`src/rtl/edo_dram_ctrl.sv`:
```
module edo_dram_ctrl #(
  parameter int CLK_MHZ       = 100,
  parameter int ROW_W         = 12,
  parameter int COL_W         = 8,
  parameter int T_RAC_NS      = 60,
  parameter int T_CAC_NS      = 15,
  parameter int T_RC_NS       = 104,
  parameter int T_RP_NS       = 40,
  parameter int REF_ROWS      = 4096,
  parameter int REF_WINDOW_MS = 64
) (
  input  logic                   clk,
  input  logic                   rst_n,
  input  logic                   host_valid,
  output logic                   host_ready,
  input  logic [ROW_W+COL_W-1:0] host_addr,
  input  logic                   host_write,
  input  logic [15:0]            host_wdata,
  input  logic [1:0]             host_be,
  output logic                   host_rvalid,
  output logic [15:0]            host_rdata,
  output logic [ROW_W-1:0]       dram_addr,
  output logic                   dram_ras_n,
  output logic                   dram_lcas_n,
  output logic                   dram_ucas_n,
  output logic                   dram_we_n,
  output logic                   dram_oe_n,
  output logic [15:0]            dram_dq_out,
  output logic                   dram_dq_oe,
  input  logic [15:0]            dram_dq_in
);
  localparam int AW       = ROW_W + COL_W;
  localparam int CLK_PS   = 1000000 / CLK_MHZ;
  localparam int CAS_RAW  = (T_CAC_NS * 1000 + CLK_PS - 1) / CLK_PS;
  localparam int RCD_RAW  = ((T_RAC_NS - T_CAC_NS) * 1000 + CLK_PS - 1) / CLK_PS;
  localparam int CAS_CYC  = CAS_RAW < 1 ? 1 : CAS_RAW;
  localparam int RCD_CYC  = RCD_RAW < 1 ? 1 : RCD_RAW;
  localparam int ACT_CYC  = RCD_CYC + CAS_CYC;
  localparam int RC_CYC   = (T_RC_NS * 1000 + CLK_PS - 1) / CLK_PS;
  localparam int RP_CYC   = (T_RP_NS * 1000 + CLK_PS - 1) / CLK_PS;
  localparam int PRE_RAW  = (RC_CYC - ACT_CYC) > RP_CYC ? (RC_CYC - ACT_CYC) : RP_CYC;
  localparam int PRE_CYC  = PRE_RAW < 1 ? 1 : PRE_RAW;
  localparam int REF_CYC  = int'((longint'(REF_WINDOW_MS) * 64'd1000000000 / REF_ROWS) / CLK_PS);
  localparam int CNT_MAX  = ACT_CYC > PRE_CYC ? ACT_CYC : PRE_CYC;
  localparam int CW       = $clog2(CNT_MAX + 1);
  localparam int RW       = $clog2(REF_CYC + 1);

  typedef enum logic [2:0] {S_IDLE, S_RCD, S_CAS, S_PRE, S_CBR, S_RFR} state_t;

  state_t             st;
  logic [CW-1:0]      cnt;
  logic [RW-1:0]      ref_cnt;
  logic               ref_pend;
  logic [COL_W-1:0]   col_q;
  logic               wr_q;
  logic [1:0]         be_q;

  logic ref_tick, ref_grant, accept, cnt_done;

  assign ref_tick   = ref_cnt == RW'(REF_CYC - 1);
  assign ref_grant  = (st == S_IDLE) && ref_pend;
  assign host_ready = (st == S_IDLE) && !ref_pend;
  assign accept     = host_valid && host_ready;
  assign cnt_done   = cnt == '0;

  always_ff @(posedge clk) begin
    if (!rst_n) begin
      ref_cnt  <= '0;
      ref_pend <= 1'b0;
    end else begin
      ref_cnt  <= ref_tick ? '0 : ref_cnt + RW'(1);
      ref_pend <= (ref_pend && !ref_grant) || ref_tick;
    end
  end

  always_ff @(posedge clk) begin
    if (!rst_n) begin
      st          <= S_IDLE;
      cnt         <= '0;
      col_q       <= '0;
      wr_q        <= 1'b0;
      be_q        <= 2'b00;
      host_rvalid <= 1'b0;
      host_rdata  <= '0;
      dram_addr   <= '0;
      dram_ras_n  <= 1'b1;
      dram_lcas_n <= 1'b1;
      dram_ucas_n <= 1'b1;
      dram_we_n   <= 1'b1;
      dram_oe_n   <= 1'b1;
      dram_dq_out <= '0;
      dram_dq_oe  <= 1'b0;
    end else begin
      host_rvalid <= 1'b0;
      case (st)
        S_IDLE: begin
          if (ref_grant) begin
            dram_addr   <= '0;
            dram_lcas_n <= 1'b0;
            dram_ucas_n <= 1'b0;
            st          <= S_CBR;
          end else if (accept) begin
            dram_addr   <= host_addr[AW-1:COL_W];
            dram_ras_n  <= 1'b0;
            dram_we_n   <= !host_write;
            dram_dq_oe  <= host_write;
            dram_dq_out <= host_wdata;
            col_q       <= host_addr[COL_W-1:0];
            wr_q        <= host_write;
            be_q        <= host_be;
            cnt         <= CW'(RCD_CYC - 1);
            st          <= S_RCD;
          end
        end
        S_RCD: begin
          if (cnt_done) begin
            dram_addr   <= ROW_W'(col_q);
            dram_lcas_n <= wr_q ? !be_q[0] : 1'b0;
            dram_ucas_n <= wr_q ? !be_q[1] : 1'b0;
            dram_oe_n   <= wr_q;
            cnt         <= CW'(CAS_CYC - 1);
            st          <= S_CAS;
          end else begin
            cnt <= cnt - CW'(1);
          end
        end
        S_CAS: begin
          if (cnt_done) begin
            if (!wr_q) begin
              host_rvalid <= 1'b1;
              host_rdata  <= dram_dq_in;
            end
            dram_ras_n  <= 1'b1;
            dram_lcas_n <= 1'b1;
            dram_ucas_n <= 1'b1;
            dram_we_n   <= 1'b1;
            dram_oe_n   <= 1'b1;
            dram_dq_oe  <= 1'b0;
            cnt         <= CW'(PRE_CYC - 1);
            st          <= S_PRE;
          end else begin
            cnt <= cnt - CW'(1);
          end
        end
        S_CBR: begin
          dram_ras_n <= 1'b0;
          cnt        <= CW'(ACT_CYC - 1);
          st         <= S_RFR;
        end
        S_RFR: begin
          if (cnt_done) begin
            dram_ras_n  <= 1'b1;
            dram_lcas_n <= 1'b1;
            dram_ucas_n <= 1'b1;
            cnt         <= CW'(PRE_CYC - 1);
            st          <= S_PRE;
          end else begin
            cnt <= cnt - CW'(1);
          end
        end
        S_PRE: begin
          if (cnt_done) st <= S_IDLE;
          else          cnt <= cnt - CW'(1);
        end
        default: st <= S_IDLE;
      endcase
    end
  end

  logic [CW:0] hi_cnt;
  always_ff @(posedge clk) begin
    if (!rst_n)                              hi_cnt <= (CW+1)'(PRE_CYC);
    else if (!dram_ras_n)                    hi_cnt <= '0;
    else if (hi_cnt < (CW+1)'(PRE_CYC))      hi_cnt <= hi_cnt + (CW+1)'(1);
  end

  assert_ras_precharge_R10: assert property (@(posedge clk) disable iff (!rst_n)
    $fell(dram_ras_n) |-> hi_cnt >= (CW+1)'(PRE_CYC));

  assert_cas_first_R7: assert property (@(posedge clk) disable iff (!rst_n)
    ($fell(dram_ras_n) && !dram_lcas_n) |-> ($past(!dram_lcas_n) && $past(!dram_ucas_n)));

  assert_refresh_quiet_R7: assert property (@(posedge clk) disable iff (!rst_n)
    ($fell(dram_ras_n) && !dram_lcas_n) |-> (dram_we_n && dram_oe_n));

  assert_we_early_R5: assert property (@(posedge clk) disable iff (!rst_n)
    (($fell(dram_lcas_n) || $fell(dram_ucas_n)) && !dram_we_n) |-> $past(!dram_we_n));

  assert_write_no_oe_R5: assert property (@(posedge clk) disable iff (!rst_n)
    !dram_we_n |-> (dram_oe_n && dram_dq_oe));

  assert_read_bus_R6: assert property (@(posedge clk) disable iff (!rst_n)
    !dram_oe_n |-> (dram_we_n && !dram_dq_oe && !dram_ras_n));

  assert_col_upper_zero_R2: assert property (@(posedge clk) disable iff (!rst_n)
    (!dram_ras_n && (!dram_lcas_n || !dram_ucas_n)) |-> dram_addr[ROW_W-1:COL_W] == '0);

  assert_busy_not_ready_R9: assert property (@(posedge clk) disable iff (!rst_n)
    (!dram_ras_n || !dram_lcas_n || !dram_ucas_n) |-> !host_ready);

  assert_rvalid_pulse_R11: assert property (@(posedge clk) disable iff (!rst_n)
    host_rvalid |=> !host_rvalid);
endmodule

```
`config.mk`:
```
export PLATFORM = sky130hd
export DESIGN_NAME = edo_dram_ctrl
export DESIGN_NICKNAME = d
export VERILOG_FILES = /design/src/rtl/edo_dram_ctrl.sv
export SDC_FILE = /design/constraint.sdc
export NUM_CORES = 1
export LEC_CHECK = 0
export ABC_CLOCK_PERIOD_IN_PS = 2600
export BUFFER_PORTS_ARGS = -buffer_cell sky130_fd_sc_hd__buf_2
export CORE_UTILIZATION = 51
export DETAILED_ROUTE_END_ITERATION = 8
export PLACE_DENSITY = 0.89
export SLEW_MARGIN = 20
export SYNTH_ARGS = -nofsm -noshare
export SYNTH_HDL_FRONTEND = slang
export SYNTH_SLANG_ARGS = --single-unit
```
`constraint.sdc`:
```
create_clock -name clk -period 2.6 [get_ports clk]
set_input_delay 0.26 -clock clk [delete_from_list [all_inputs] [get_ports clk]]
set_output_delay 0.26 -clock clk [all_outputs]
set_load 0.05 [all_outputs]
```
==> tab_implementation.tex, run 1 <==
\begin{tabular}{lr}
\hline
Metric & Value \\
\hline
\multicolumn{2}{l}{\textbf{Clock tree}} \\
Number of hold buffers added after CTS & 0 \\
Clock-pin slew on the worst setup and hold paths & 0.09 ns \\
Number of levels in the clock H-tree & 3 \\
TritonCTS clock tree & done \\
Clock root cell & clkbuf\_8 \\
Post-cts sizing count & 0 \\
Number of clock buffers inserted by TritonCTS & 9 \\
Maximum clock path buffer count & 2 \\
Clock sinks & 80 \\
Setup bufs post-CTS & 0 \\
Clk Latency, worst-skew pair & 0.36 ns \\
\multicolumn{2}{l}{\textbf{Setup path}} \\
Critical path cell sequence & nor3\_1 -> a2111o\_1 -> a221oi\_1 -> nor3b\_1 \\
Maximum fanout along the worst path & 19 \\
Critical path data required time & 2.84 ns \\
Type of element capturing the critical path & flop \\
CP top delay family & compound AO/OA/AOI/OAI gates \\
Total buffers and inverters traversed by the critical path & 0 \\
Critical path's largest stage delay & 0.70 ns \\
Capturing instance or port of the critical path & dram\_addr[5] \\
Worst reg-to-reg path cell count & 4 \\
Stages on worst setup path & 4 \\
Worst R2R Start & st[0] \\
Reg-to-reg critical path endpoint & dram\_addr[5] \\
Worst setup path startpoint & st[0] \\
R2r setup slk & 0.59 ns \\
Type of element launching the critical path & flop \\
CP max-delay cell & dfxtp\_1 \\
Arrival @ worst endpoint & 2.26 ns \\
Worst Path Class, Setup & flop to flop \\
\multicolumn{2}{l}{\textbf{Logic synthesis}} \\
Yosys warnings & 0 \\
Yosys reg bits & 80 \\
Netlist area before placement & 3440 µm² \\
Post-synth net total & 457 \\
Share of the yosys chip area belonging to registers & 46.5\% \\
Per-instance average area after synthesis & 8.72 µm² \\
Share of synthesized flip-flops with an asynchronous set or reset & 0\% \\
Number of cells produced by synthesis & 395 \\
Number of enable-type register cells in the synthesized netlist & 0 \\
Distinct cells, synth & 50 \\
Primary FF master, synth & dfxtp\_1 \\
\multicolumn{2}{l}{\textbf{Place}} \\
Placed Cells & 563 \\
Half-perimeter wire length of the detailed placement result & 5630 µm \\
Routability congestion estimate & 0.874 \\
Number of buffers inserted by port buffering & 109 \\
\multicolumn{2}{l}{\textbf{Timing}} \\
Slew Viols, Final & 0 \\
Unrepaired setup endpoints after global routing & false \\
Clk\_skew & 0.0115 ns \\
Worst-margin pin slew & 0.649 ns \\
Maximum clock frequency & 496 MHz \\
Post-layout min period & 2.01 ns \\
Period Utilization, post-route & 77.5\% \\
Fin Setup TNS & 0 ns \\
Max transition margin & 56.7\% \\
Final hold viol count & 0 \\
Final setup violation count & 0 \\
\multicolumn{2}{l}{\textbf{GRT}} \\
Grt peak-use layer & met2 \\
Vias in the first global route & 2,865 \\
Total overflow reported by the global router & 0 \\
Antenna violations before repair & 0 \\
Met1 Use GR & 26.6\% \\
Wire length of the first global-routing pass & 12,900 µm \\
Total track usage & 23.0\% \\
Met3 track demand over resource in global routing & 5.31\% \\
Maximum number of pins on one net before global-route repair & 42 \\
Met2 routing resource usage after global routing & 40.2\% \\
\multicolumn{2}{l}{\textbf{Routing}} \\
Initial DRC count & 244 \\
Number of detailed-route iterations in the first pass & 6 \\
DRC violation count after routing & 10 \\
Antenna-violating nets left & 0 \\
Via-to-Cell Ratio & 5.35 \\
Vias after detailed routing & 3,097 \\
Wirelength, routed & 7940 µm \\
Routed wire per std cell & 13.7 µm \\
\multicolumn{2}{l}{\textbf{Finish}} \\
Core Util, Final & 65.8\% \\
Diodes inserted & 0 \\
Final-stage net count & 559 \\
Area growth from synthesis to layout & 22.6\% \\
Fraction of layout instances using a drive strength above 1 & 28.7\% \\
Fill cells & 539 \\
Layout Cells excl Fill & 579 \\
\multicolumn{2}{l}{\textbf{Pwr}} \\
Pwr/cell area & 835 nW/µm² \\
Peak supply drop & 346 µV \\
Pleak & 0.00180 µW \\
\multicolumn{2}{l}{\textbf{Floorplan}} \\
Core footprint & 6420 µm² \\
Initial Util & 53.6\% \\
Die area & 7090 µm² \\
Die Y & 84.2 µm \\
Number of ports placed on the die boundary & 110 \\
Row count & 29 \\
Width of the die & 84.2 µm \\
\multicolumn{2}{l}{\textbf{Outcome}} \\
Outcome & finished with violations \\
Violated checks & DRC \\
\multicolumn{2}{l}{\textbf{Min path}} \\
Worst min-delay path category & input pin to flop \\
\multicolumn{2}{l}{\textbf{Flow run}} \\
Number of max-cap violations & 0 \\
\hline
\end{tabular}
==> tightest hold or removal path: stages <==
cell and delay [ns]:
buf_2 0.10, nand2_1 0.04, a21boi_1 0.05
==> report_power, final <==
part | internal, µW | total, µW | switching (µW)
Sequential | 1360 | 1450 | 91.8
Clock | 492 | 942 | 450
Combinational | 354 | 1130 | 775
Total | 2210 | 3530 | 1320
==> placed cells by master, fill, tap and decap left out, types with 2 or more instances in the layout <==
master	Yosys	final
mux2i_1	3	3
nand2b_1	4	4
o21a_1	2	2
nor3b_1	12	12
a21boi_0	32	32
dfxtp_1	80	80
nor2b_1	2	2
clkinv_2	0	2
nand2_1	101	101
nand4_1	3	3
and2_1	5	5
buf_4	1	6
and3_1	2	2
nor3_1	5	5
mux2_2	2	2
xor2_1	4	4
a21boi_1	19	19
nand3_1	9	9
nor2_1	25	25
a21oi_1	2	2
ha_1	4	4
and2_0	2	2
o21ai_0	9	9
a221oi_1	9	9
xnor2_1	5	5
a32o_1	2	2
clkinvlp_4	0	2
or3_1	2	2
buf_2	6	109
inv_1	6	6
clkbuf_8	0	11
==> Yosys cell counts, types with 6 or more instances <==
library cell / instances / area, µm²
a21boi_1: 19 / 143
nand3_1: 9 / 45.0
clkbuf_1: 13 / 48.8
dfxtp_1: 80 / 1600
a21boi_0: 32 / 240
inv_1: 6 / 22.5
nand2_1: 101 / 379
a221oi_1: 9 / 78.8
nor2_1: 25 / 93.8
buf_2: 6 / 30.0
o21ai_0: 9 / 45.0
nor3b_1: 12 / 90.1
==> per-layer routing <==
| layer | wire [µm] | part of all wire, % | up-vias |
|---|---|---|---|
| met2 | 4080 | 51 | 83 |
| met3 | 373 | 4.7 | 15 |
| met5 | 0 | 0 | - |
| li1 | - | - | 1540 |
| met1 | 3320 | 42 | 1459 |
| met4 | 166 | 2.1 | 0 |
==> worst min path at each step <==
stage,start,to,slack (ns),cells after the start
finish,host_be[1],be_q[1],0.14,3
detailed placement,host_rdata[5],host_rdata[5],0.44,2
CTS,host_be[1],be_q[1],0.12,3
floorplan,host_be[1],be_q[1],0.39,2
global route,host_be[1],be_q[1],0.12,3
global placement,dram_dq_out[15],dram_dq_out[15],0.44,2
==> state kept, by name, indices dropped and copies added (netlist names), 2 cells and up <==
signal / count
be_q: 2
st: 3
col_q: 8
dram_dq_out: 16
dram_addr: 12
ref_cnt: 11
cnt: 3
host_rdata: 16
==> cells by family after synthesis <==
family,synth area share [%]
simple gates,25.8
compound gates,17.8
flops,46.5
buf+inv,4.58
xor+xnor,2.29
mux,1.53
fa+ha+maj,1.45
==> through the flow <==
step | hold slack, ns | instance area (µm²) | total power (µW) | setup WS (ns)
2_1_floorplan | 0.395 | 3440 | 2350 | 0.801
3_3_place_gp | 0.438 | 4020 | 2570 | 0.744
3_5_place_dp | 0.442 | 4020 | 2610 | 0.670
4_1_cts | 0.124 | 4220 | 3540 | 0.577
5_1_grt | 0.123 | 4220 | 3700 | 0.463
6_report | 0.138 | 4220 | 3530 | 0.585
==> area by class of cell <==
cell class / count / area, µm² / area share, %
multi-input cells: 284 / 1690 / 39.9
flip-flops and latches: 80 / 1600 / 37.9
repair buffers: 116 / 611 / 14.5
clock buffers: 11 / 151 / 3.59
well taps: 77 / 96.3 / 2.28
clock inverters: 5 / 55.1 / 1.30
inverters: 6 / 22.5 / 0.533
(Power assumes the default switching activity.)
==> run 2: changes to the inputs <==
--- a/config.mk
+++ b/config.mk
@@ -5,11 +5,11 @@
 export SDC_FILE = /design/constraint.sdc
 export NUM_CORES = 1
 export LEC_CHECK = 0
-export ABC_CLOCK_PERIOD_IN_PS = 2600
+export ABC_CLOCK_PERIOD_IN_PS = 1650
 export BUFFER_PORTS_ARGS = -buffer_cell sky130_fd_sc_hd__buf_2
-export CORE_UTILIZATION = 51
+export CORE_UTILIZATION = 46
 export DETAILED_ROUTE_END_ITERATION = 8
-export PLACE_DENSITY = 0.89
+export PLACE_DENSITY = 0.85
 export SLEW_MARGIN = 20
 export SYNTH_ARGS = -nofsm -noshare
 export SYNTH_HDL_FRONTEND = slang
==> constraint.sdc (replaced) <==
create_clock -name clk -period 1.65 [get_ports clk]
set_input_delay 0.165 -clock clk [delete_from_list [all_inputs] [get_ports clk]]
set_output_delay 0.165 -clock clk [all_outputs]
set_load 0.05 [all_outputs]
==> tab_implementation.tex, run 2 (synthesis results as in run 1) <==
\begin{tabular}{lr}
\hline
Metric & Value \\
\hline
\multicolumn{2}{l}{\textbf{Outcome}} \\
Outcome & finished with violations (unchanged) \\
Violated checks & setup timing (was DRC) \\
\multicolumn{2}{l}{\textbf{Clock tree}} \\
Number of clock buffers inserted by TritonCTS & 9 (unchanged) \\
Clock sinks & 80 (unchanged) \\
Clk Latency, worst-skew pair & 0.36 ns (about the same) \\
Number of levels in the clock H-tree & 3 (unchanged) \\
Clock root cell & clkbuf\_8 (unchanged) \\
Maximum clock path buffer count & 2 (unchanged) \\
TritonCTS clock tree & done (unchanged) \\
Clock-pin slew on the worst setup and hold paths & 0.10 ns (was 0.09 ns) \\
\multicolumn{2}{l}{\textbf{Routing}} \\
Vias after detailed routing & 3,394 (was 3,097) \\
Number of detailed-route iterations in the first pass & 5 (was 6) \\
Wirelength, routed & 10,000 µm (was 7940 µm) \\
Via-to-Cell Ratio & 5.34 (was 5.35) \\
Routed wire per std cell & 15.8 µm (was 13.7 µm) \\
Initial DRC count & 175 (was 244) \\
DRC violation count after routing & 0 (was 10) \\
Antenna-violating nets left & 0 (unchanged) \\
\multicolumn{2}{l}{\textbf{Min path}} \\
Worst min-delay path category & input pin to flop (unchanged) \\
Start point of the worst hold path & host\_addr[5] (was host\_be[1]) \\
\multicolumn{2}{l}{\textbf{Floorplan}} \\
Core footprint & 7250 µm² (was 6420 µm²) \\
Number of ports placed on the die boundary & 110 (unchanged) \\
Width of the die & 88.5 µm (was 84.2 µm) \\
Die Y & 88.5 µm (was 84.2 µm) \\
Initial Util & 47.5\% (was 53.6\%) \\
Die area & 7840 µm² (was 7090 µm²) \\
Row count & 31 (was 29) \\
\multicolumn{2}{l}{\textbf{Place}} \\
Placed inst area & 4220 µm² (was 4020 µm²) \\
Routability congestion estimate & 0.915 (was 0.874) \\
Placed Cells & 602 (was 563) \\
Number of buffers inserted by port buffering & 109 (unchanged) \\
Half-perimeter wire length of the detailed placement result & 5810 µm (was 5630 µm) \\
\multicolumn{2}{l}{\textbf{GRT}} \\
Wire length of the first global-routing pass & 13,100 µm (was 12,900 µm) \\
Antenna violations before repair & 0 (unchanged) \\
Vias in the first global route & 2,918 (was 2,865) \\
Total track usage & 21.9\% (was 23.0\%) \\
Total overflow reported by the global router & 0 (unchanged) \\
Maximum number of pins on one net before global-route repair & 33 (was 42) \\
\multicolumn{2}{l}{\textbf{Setup path}} \\
Most used cell, CP & buf\_4 \\
Critical path cell sequence & inv\_2 -> ha\_4 -> nand2b\_4 -> a2111oi\_4 -> buf\_4 -> buf\_4 -> nor2\_1 -> nor3b\_1 (was nor3\_1 -> a2111o\_1 -> a221oi\_1 -> nor3b\_1) \\
Type of element launching the critical path & flop (unchanged) \\
CP max-delay cell & a2111oi\_4 (was dfxtp\_1) \\
CP top delay family & buffers and inverters (was compound AO/OA/AOI/OAI gates) \\
Maximum fanout along the worst path & 6 (was 19) \\
Arrival @ worst endpoint & 2.00 ns (was 2.26 ns) \\
Type of element capturing the critical path & flop (unchanged) \\
Worst Path Class, Setup & flop to flop (unchanged) \\
Critical path data required time & 1.93 ns (was 2.84 ns) \\
Worst setup path startpoint & cnt[0] (was st[0]) \\
Worst R2R Start & cnt[0] (was st[0]) \\
Total buffers and inverters traversed by the critical path & 3 (was 0) \\
Critical path's largest stage delay & 0.36 ns (was 0.70 ns) \\
\multicolumn{2}{l}{\textbf{Finish}} \\
Diodes inserted & 0 (unchanged) \\
Layout Cells excl Fill & 635 (was 579) \\
Core Util, Final & 66.9\% (was 65.8\%) \\
Final-stage net count & 593 (was 559) \\
Fraction of layout instances using a drive strength above 1 & 39.7\% (was 28.7\%) \\
Leading cell types in the layout, fill and taps excluded & 109 x buf\_2, 97 x nand2\_1, 75 x dfxtp\_1 (was 109 x buf\_2, 101 x nand2\_1, 80 x dfxtp\_1) \\
Commonest non-fill, non-tap cell in the layout & buf\_2 (unchanged) \\
Final instance area & 4850 µm² (was 4220 µm²) \\
Fill cells & 563 (was 539) \\
Area growth from synthesis to layout & 40.8\% (was 22.6\%) \\
Registers with the most flip-flops & dram\_dq\_out x16, host\_rdata x16, dram\_addr x12 (unchanged) \\
\multicolumn{2}{l}{\textbf{Timing}} \\
Unrepaired setup endpoints after global routing & true (was false) \\
Slew Viols, Final & 0 (unchanged) \\
Final setup margin & -0.0621 ns (was 0.585 ns) \\
Period Utilization, post-route & 104\% (was 77.5\%) \\
Worst-margin pin slew & 0.464 ns (was 0.649 ns) \\
Clk\_skew & 0.0158 ns (was 0.0115 ns) \\
Final hold viol count & 0 (unchanged) \\
Final setup violation count & 13 (was 0) \\
Maximum clock frequency & 584 MHz (was 496 MHz) \\
Post-layout min period & 1.71 ns (was 2.01 ns) \\
Max transition margin & 69.1\% (was 56.7\%) \\
\multicolumn{2}{l}{\textbf{Pwr}} \\
Pwr/cell area & 1320 nW/µm² (was 835 nW/µm²) \\
Peak supply drop & 615 µV (was 346 µV) \\
Pleak & 0.00210 µW (was 0.00180 µW) \\
PnR Total Power & 6390 µW (was 3530 µW) \\
\multicolumn{2}{l}{\textbf{Flow run}} \\
Number of max-cap violations & 0 (unchanged) \\
\hline
\end{tabular}
[run 2: final timing paths]
path / to / slack [ns] / depth (start not counted)
max: dram_addr[6] / -0.06 / 8
min: col_q[5] / 0.03 / 3
max reg2reg: dram_addr[6] / -0.06 / 8
min reg2reg: be_q[1] / 0.46 / 2
[run 2: power by group]
group          total, µW  internal (µW)  leakage [µW]  switching, µW
Combinational       2450            933       0.00133           1520
Sequential          2300           2150      0.000657            147
Clock               1640            871      0.000114            769
[run 2: final cells by class]
type | instances | area [µm²] | area share [%]
Multi-Input combinational cell | 286 | 1910 | 39.4
Sequential cell | 80 | 1610 | 33.2
Timing Repair Buffer | 148 | 955 | 19.7
Clock buffer | 9 | 124 | 2.55
Tap cell | 99 | 124 | 2.55
Clock inverter | 7 | 104 | 2.14
Inverter | 6 | 22.5 | 0.464
[run 2: metrics by stage]
stage / TNS, ns / setup slack (ns) / hold slack (ns)
2_1_floorplan: 0 / 0.0000879 / 0.300
3_3_place_gp: -0.174 / -0.0162 / 0.405
3_5_place_dp: -1.22 / -0.0984 / 0.412
4_1_cts: -0.0537 / -0.0537 / 0.0295
5_1_grt: -1.93 / -0.134 / 0.0253
6_report: -0.297 / -0.0621 / 0.0336
[run 2: metal layers]
layer,vias up,track usage [%],wire length (µm),share of wire (%)
met3,27,5.04,486,4.9
met1,1600,24.7,4080,41
met4,0,11.0,250,2.5
li1,1619,-,-,-
met5,-,0,0,0
met2,148,38.8,5200,52
[run 2: worst reg2reg max path, stage by stage (launching register included)]
cell and delay (ns):
dfxtp_2 0.34, inv_2 0.08, ha_4 0.18, nand2b_4 0.09, a2111oi_4 0.36, buf_4 0.23
buf_4 0.12, nor2_1 0.03, nor3b_1 0.20
[run 2: what timing repair did]
item                                    in CTS  in global routing
hold buffers                                 0                  0
endpoints found under the setup margin      28                 33
setup buffers                                2                 10
resized for setup                           13                 61
gates cloned                                 0                  5
pin swaps                                    2                 17
==> run 3: changes to the inputs <==
--- a/config.mk
+++ b/config.mk
@@ -10,6 +10,7 @@
 export CORE_UTILIZATION = 46
 export DETAILED_ROUTE_END_ITERATION = 8
 export PLACE_DENSITY = 0.85
+export RECOVER_POWER = 50
 export SLEW_MARGIN = 20
 export SYNTH_ARGS = -nofsm -noshare
 export SYNTH_HDL_FRONTEND = slang
==> tab_implementation.tex, run 3 (synthesis results as in run 1) <==
\begin{tabular}{lr}
\hline
Metric & Value \\
\hline
\multicolumn{2}{l}{\textbf{Place}} \\
Post-placement setup slack & -0.0984 ns (unchanged) \\
Routability congestion estimate & 0.915 (unchanged) \\
Placed Cells & 602 (unchanged) \\
Half-perimeter wire length of the detailed placement result & 5810 µm (unchanged) \\
Number of buffers inserted by port buffering & 109 (unchanged) \\
\multicolumn{2}{l}{\textbf{Clock tree}} \\
Maximum clock path buffer count & 2 (unchanged) \\
Number of levels in the clock H-tree & 3 (unchanged) \\
Clock sinks & 80 (unchanged) \\
Number of clock buffers inserted by TritonCTS & 9 (unchanged) \\
Clk Latency, worst-skew pair & 0.36 ns (about the same) \\
Clock-pin slew on the worst setup and hold paths & 0.10 ns (about the same) \\
TritonCTS clock tree & done (unchanged) \\
Clock root cell & clkbuf\_8 (unchanged) \\
\multicolumn{2}{l}{\textbf{Finish}} \\
Leading cell types in the layout, fill and taps excluded & 97 x nand2\_1, 75 x dfxtp\_1, 64 x buf\_2 (was 109 x buf\_2, 97 x nand2\_1, 75 x dfxtp\_1) \\
Diodes inserted & 0 (unchanged) \\
Fraction of layout instances using a drive strength above 1 & 31.3\% (was 39.7\%) \\
Registers with the most flip-flops & dram\_dq\_out x16, host\_rdata x16, dram\_addr x12 (unchanged) \\
Layout Cells excl Fill & 635 (unchanged) \\
Commonest non-fill, non-tap cell in the layout & nand2\_1 (was buf\_2) \\
Final-stage net count & 593 (unchanged) \\
Fill cells & 592 (was 563) \\
Area growth from synthesis to layout & 39.2\% (was 40.8\%) \\
\multicolumn{2}{l}{\textbf{Timing}} \\
Max transition margin & 57.2\% (was 69.1\%) \\
Final setup violation count & 16 (was 13) \\
Final setup margin & -0.0638 ns (was -0.0621 ns) \\
Unrepaired setup endpoints after global routing & true (unchanged) \\
Worst-margin pin slew & 0.645 ns (was 0.464 ns) \\
Final hold viol count & 0 (unchanged) \\
Slew Viols, Final & 0 (unchanged) \\
Clk\_skew & 0.0153 ns (was 0.0158 ns) \\
Post-layout min period & 1.71 ns (about the same) \\
Maximum clock frequency & 583 MHz (was 584 MHz) \\
Period Utilization, post-route & 104\% (about the same) \\
Post-route worst hold slack & 0.0360 ns (was 0.0336 ns) \\
\multicolumn{2}{l}{\textbf{Pwr}} \\
Pleak & 0.00193 µW (was 0.00210 µW) \\
Peak supply drop & 611 µV (was 615 µV) \\
Pwr/cell area & 1330 nW/µm² (was 1320 nW/µm²) \\
PnR Total Power & 6360 µW (was 6390 µW) \\
\multicolumn{2}{l}{\textbf{Setup path}} \\
Worst Path Class, Setup & flop to flop (unchanged) \\
Worst reg-to-reg path cell count & 8 (unchanged) \\
Capturing instance or port of the critical path & dram\_addr[6] (unchanged) \\
Worst R2R Start & cnt[0] (unchanged) \\
Type of element launching the critical path & flop (unchanged) \\
Maximum fanout along the worst path & 6 (unchanged) \\
Worst setup path startpoint & cnt[0] (unchanged) \\
Critical path data required time & 1.93 ns (about the same) \\
Arrival @ worst endpoint & 2.00 ns (about the same) \\
R2r setup slk & -0.06 ns (about the same) \\
Type of element capturing the critical path & flop (unchanged) \\
Reg-to-reg critical path endpoint & dram\_addr[6] (unchanged) \\
\multicolumn{2}{l}{\textbf{Routing}} \\
Number of detailed-route iterations in the first pass & 5 (unchanged) \\
DRC violation count after routing & 0 (unchanged) \\
Wirelength, routed & 10,000 µm (about the same) \\
Routed wire per std cell & 15.8 µm (about the same) \\
Via-to-Cell Ratio & 5.40 (was 5.34) \\
Vias after detailed routing & 3,427 (was 3,394) \\
Initial DRC count & 229 (was 175) \\
Antenna-violating nets left & 0 (unchanged) \\
\multicolumn{2}{l}{\textbf{GRT}} \\
Total track usage & 21.9\% (unchanged) \\
Antenna violations before repair & 0 (unchanged) \\
Wire length of the first global-routing pass & 13,100 µm (unchanged) \\
Vias in the first global route & 2,918 (unchanged) \\
Maximum number of pins on one net before global-route repair & 33 (unchanged) \\
Total overflow reported by the global router & 0 (unchanged) \\
\multicolumn{2}{l}{\textbf{Floorplan}} \\
Number of ports placed on the die boundary & 110 (unchanged) \\
Die Y & 88.5 µm (unchanged) \\
Row count & 31 (unchanged) \\
Die area & 7840 µm² (unchanged) \\
Initial Util & 47.5\% (unchanged) \\
Width of the die & 88.5 µm (unchanged) \\
Core footprint & 7250 µm² (unchanged) \\
\multicolumn{2}{l}{\textbf{Outcome}} \\
Outcome & finished with violations (unchanged) \\
Violated checks & setup timing (unchanged) \\
\multicolumn{2}{l}{\textbf{Min path}} \\
Worst min-delay path category & input pin to flop (unchanged) \\
\multicolumn{2}{l}{\textbf{Flow run}} \\
Number of max-cap violations & 0 (unchanged) \\
\hline
\end{tabular}
==> run 3: cell types whose count changed in the layout (fill, tap and decap cells not counted) <==
cell / change
clkbuf_1: +45
buf_2: -45
==> run 3: worst min-delay path by stage <==
stage / start / slack [ns] / depth (start not counted) / to
2_1_floorplan: host_be[1] / 0.30 / 2 / be_q[1]
5_1_grt: host_addr[5] / 0.03 / 3 / col_q[5]
3_5_place_dp: dram_dq_in[8] / 0.41 / 3 / host_rdata[8]
3_3_place_gp: host_wdata[1] / 0.40 / 3 / dram_dq_out[1]
6_report: host_addr[5] / 0.04 / 3 / col_q[5]
4_1_cts: dram_dq_in[8] / 0.03 / 3 / host_rdata[8]
==> run 3: layout make-up <==
| class | instances | area (µm²) | share of cell area (%) |
|---|---|---|---|
| clock inverter | 7 | 104 | 2.17 |
| sequential | 80 | 1610 | 33.6 |
| tap | 99 | 124 | 2.58 |
| timing repair buffer | 148 | 898 | 18.7 |
| clock buffer | 9 | 124 | 2.58 |
| inverter | 6 | 22.5 | 0.470 |
| multi-input combinational | 286 | 1910 | 39.9 |
==> run 3: worst max-delay path, cell delays in order, from the launching register on <==
cell and delay (ns):
dfxtp_2 0.34, inv_2 0.08, ha_4 0.18, nand2b_4 0.09, a2111oi_4 0.36, buf_4 0.22, buf_4 0.12, nor2_1 0.03
nor3b_1 0.21
==> run 3: layer usage <==
metal  GRT usage [%]  wire (µm)  vias to the layer above
met3            5.04        520                       34
met1            24.7       4000                     1631
met2            38.8       5210                      145
li1                -          -                     1617
met5               0          0                        -
met4            11.0        303                        0
==> run 3: per-stage QoR <==
stage / cell area [µm²] / setup TNS, ns / util, %
floorplan: 3460 / 0 / -
global placement: 4220 / -0.174 / 58.2
detailed placement: 4220 / -1.22 / 58.2
CTS: 4520 / -0.0537 / 62.3
global route: 4790 / -1.93 / 66.1
finish: 4790 / -0.352 / 66.1
==> run 3: power breakdown <==
group	switching [µW]	internal, µW
registers	151	2150
clock network	767	871
logic	1520	899
total	2440	3920
==> run 3: repair_timing <==
item | in CTS | in global routing
endpoints found under the setup margin | 28 | 33
endpoints found under the hold margin | 0 | 0
pin swaps | 2 | 17
cloned | 0 | 5
hold buffers | 0 | 0
resized for setup | 13 | 61
setup buffers | 2 | 10
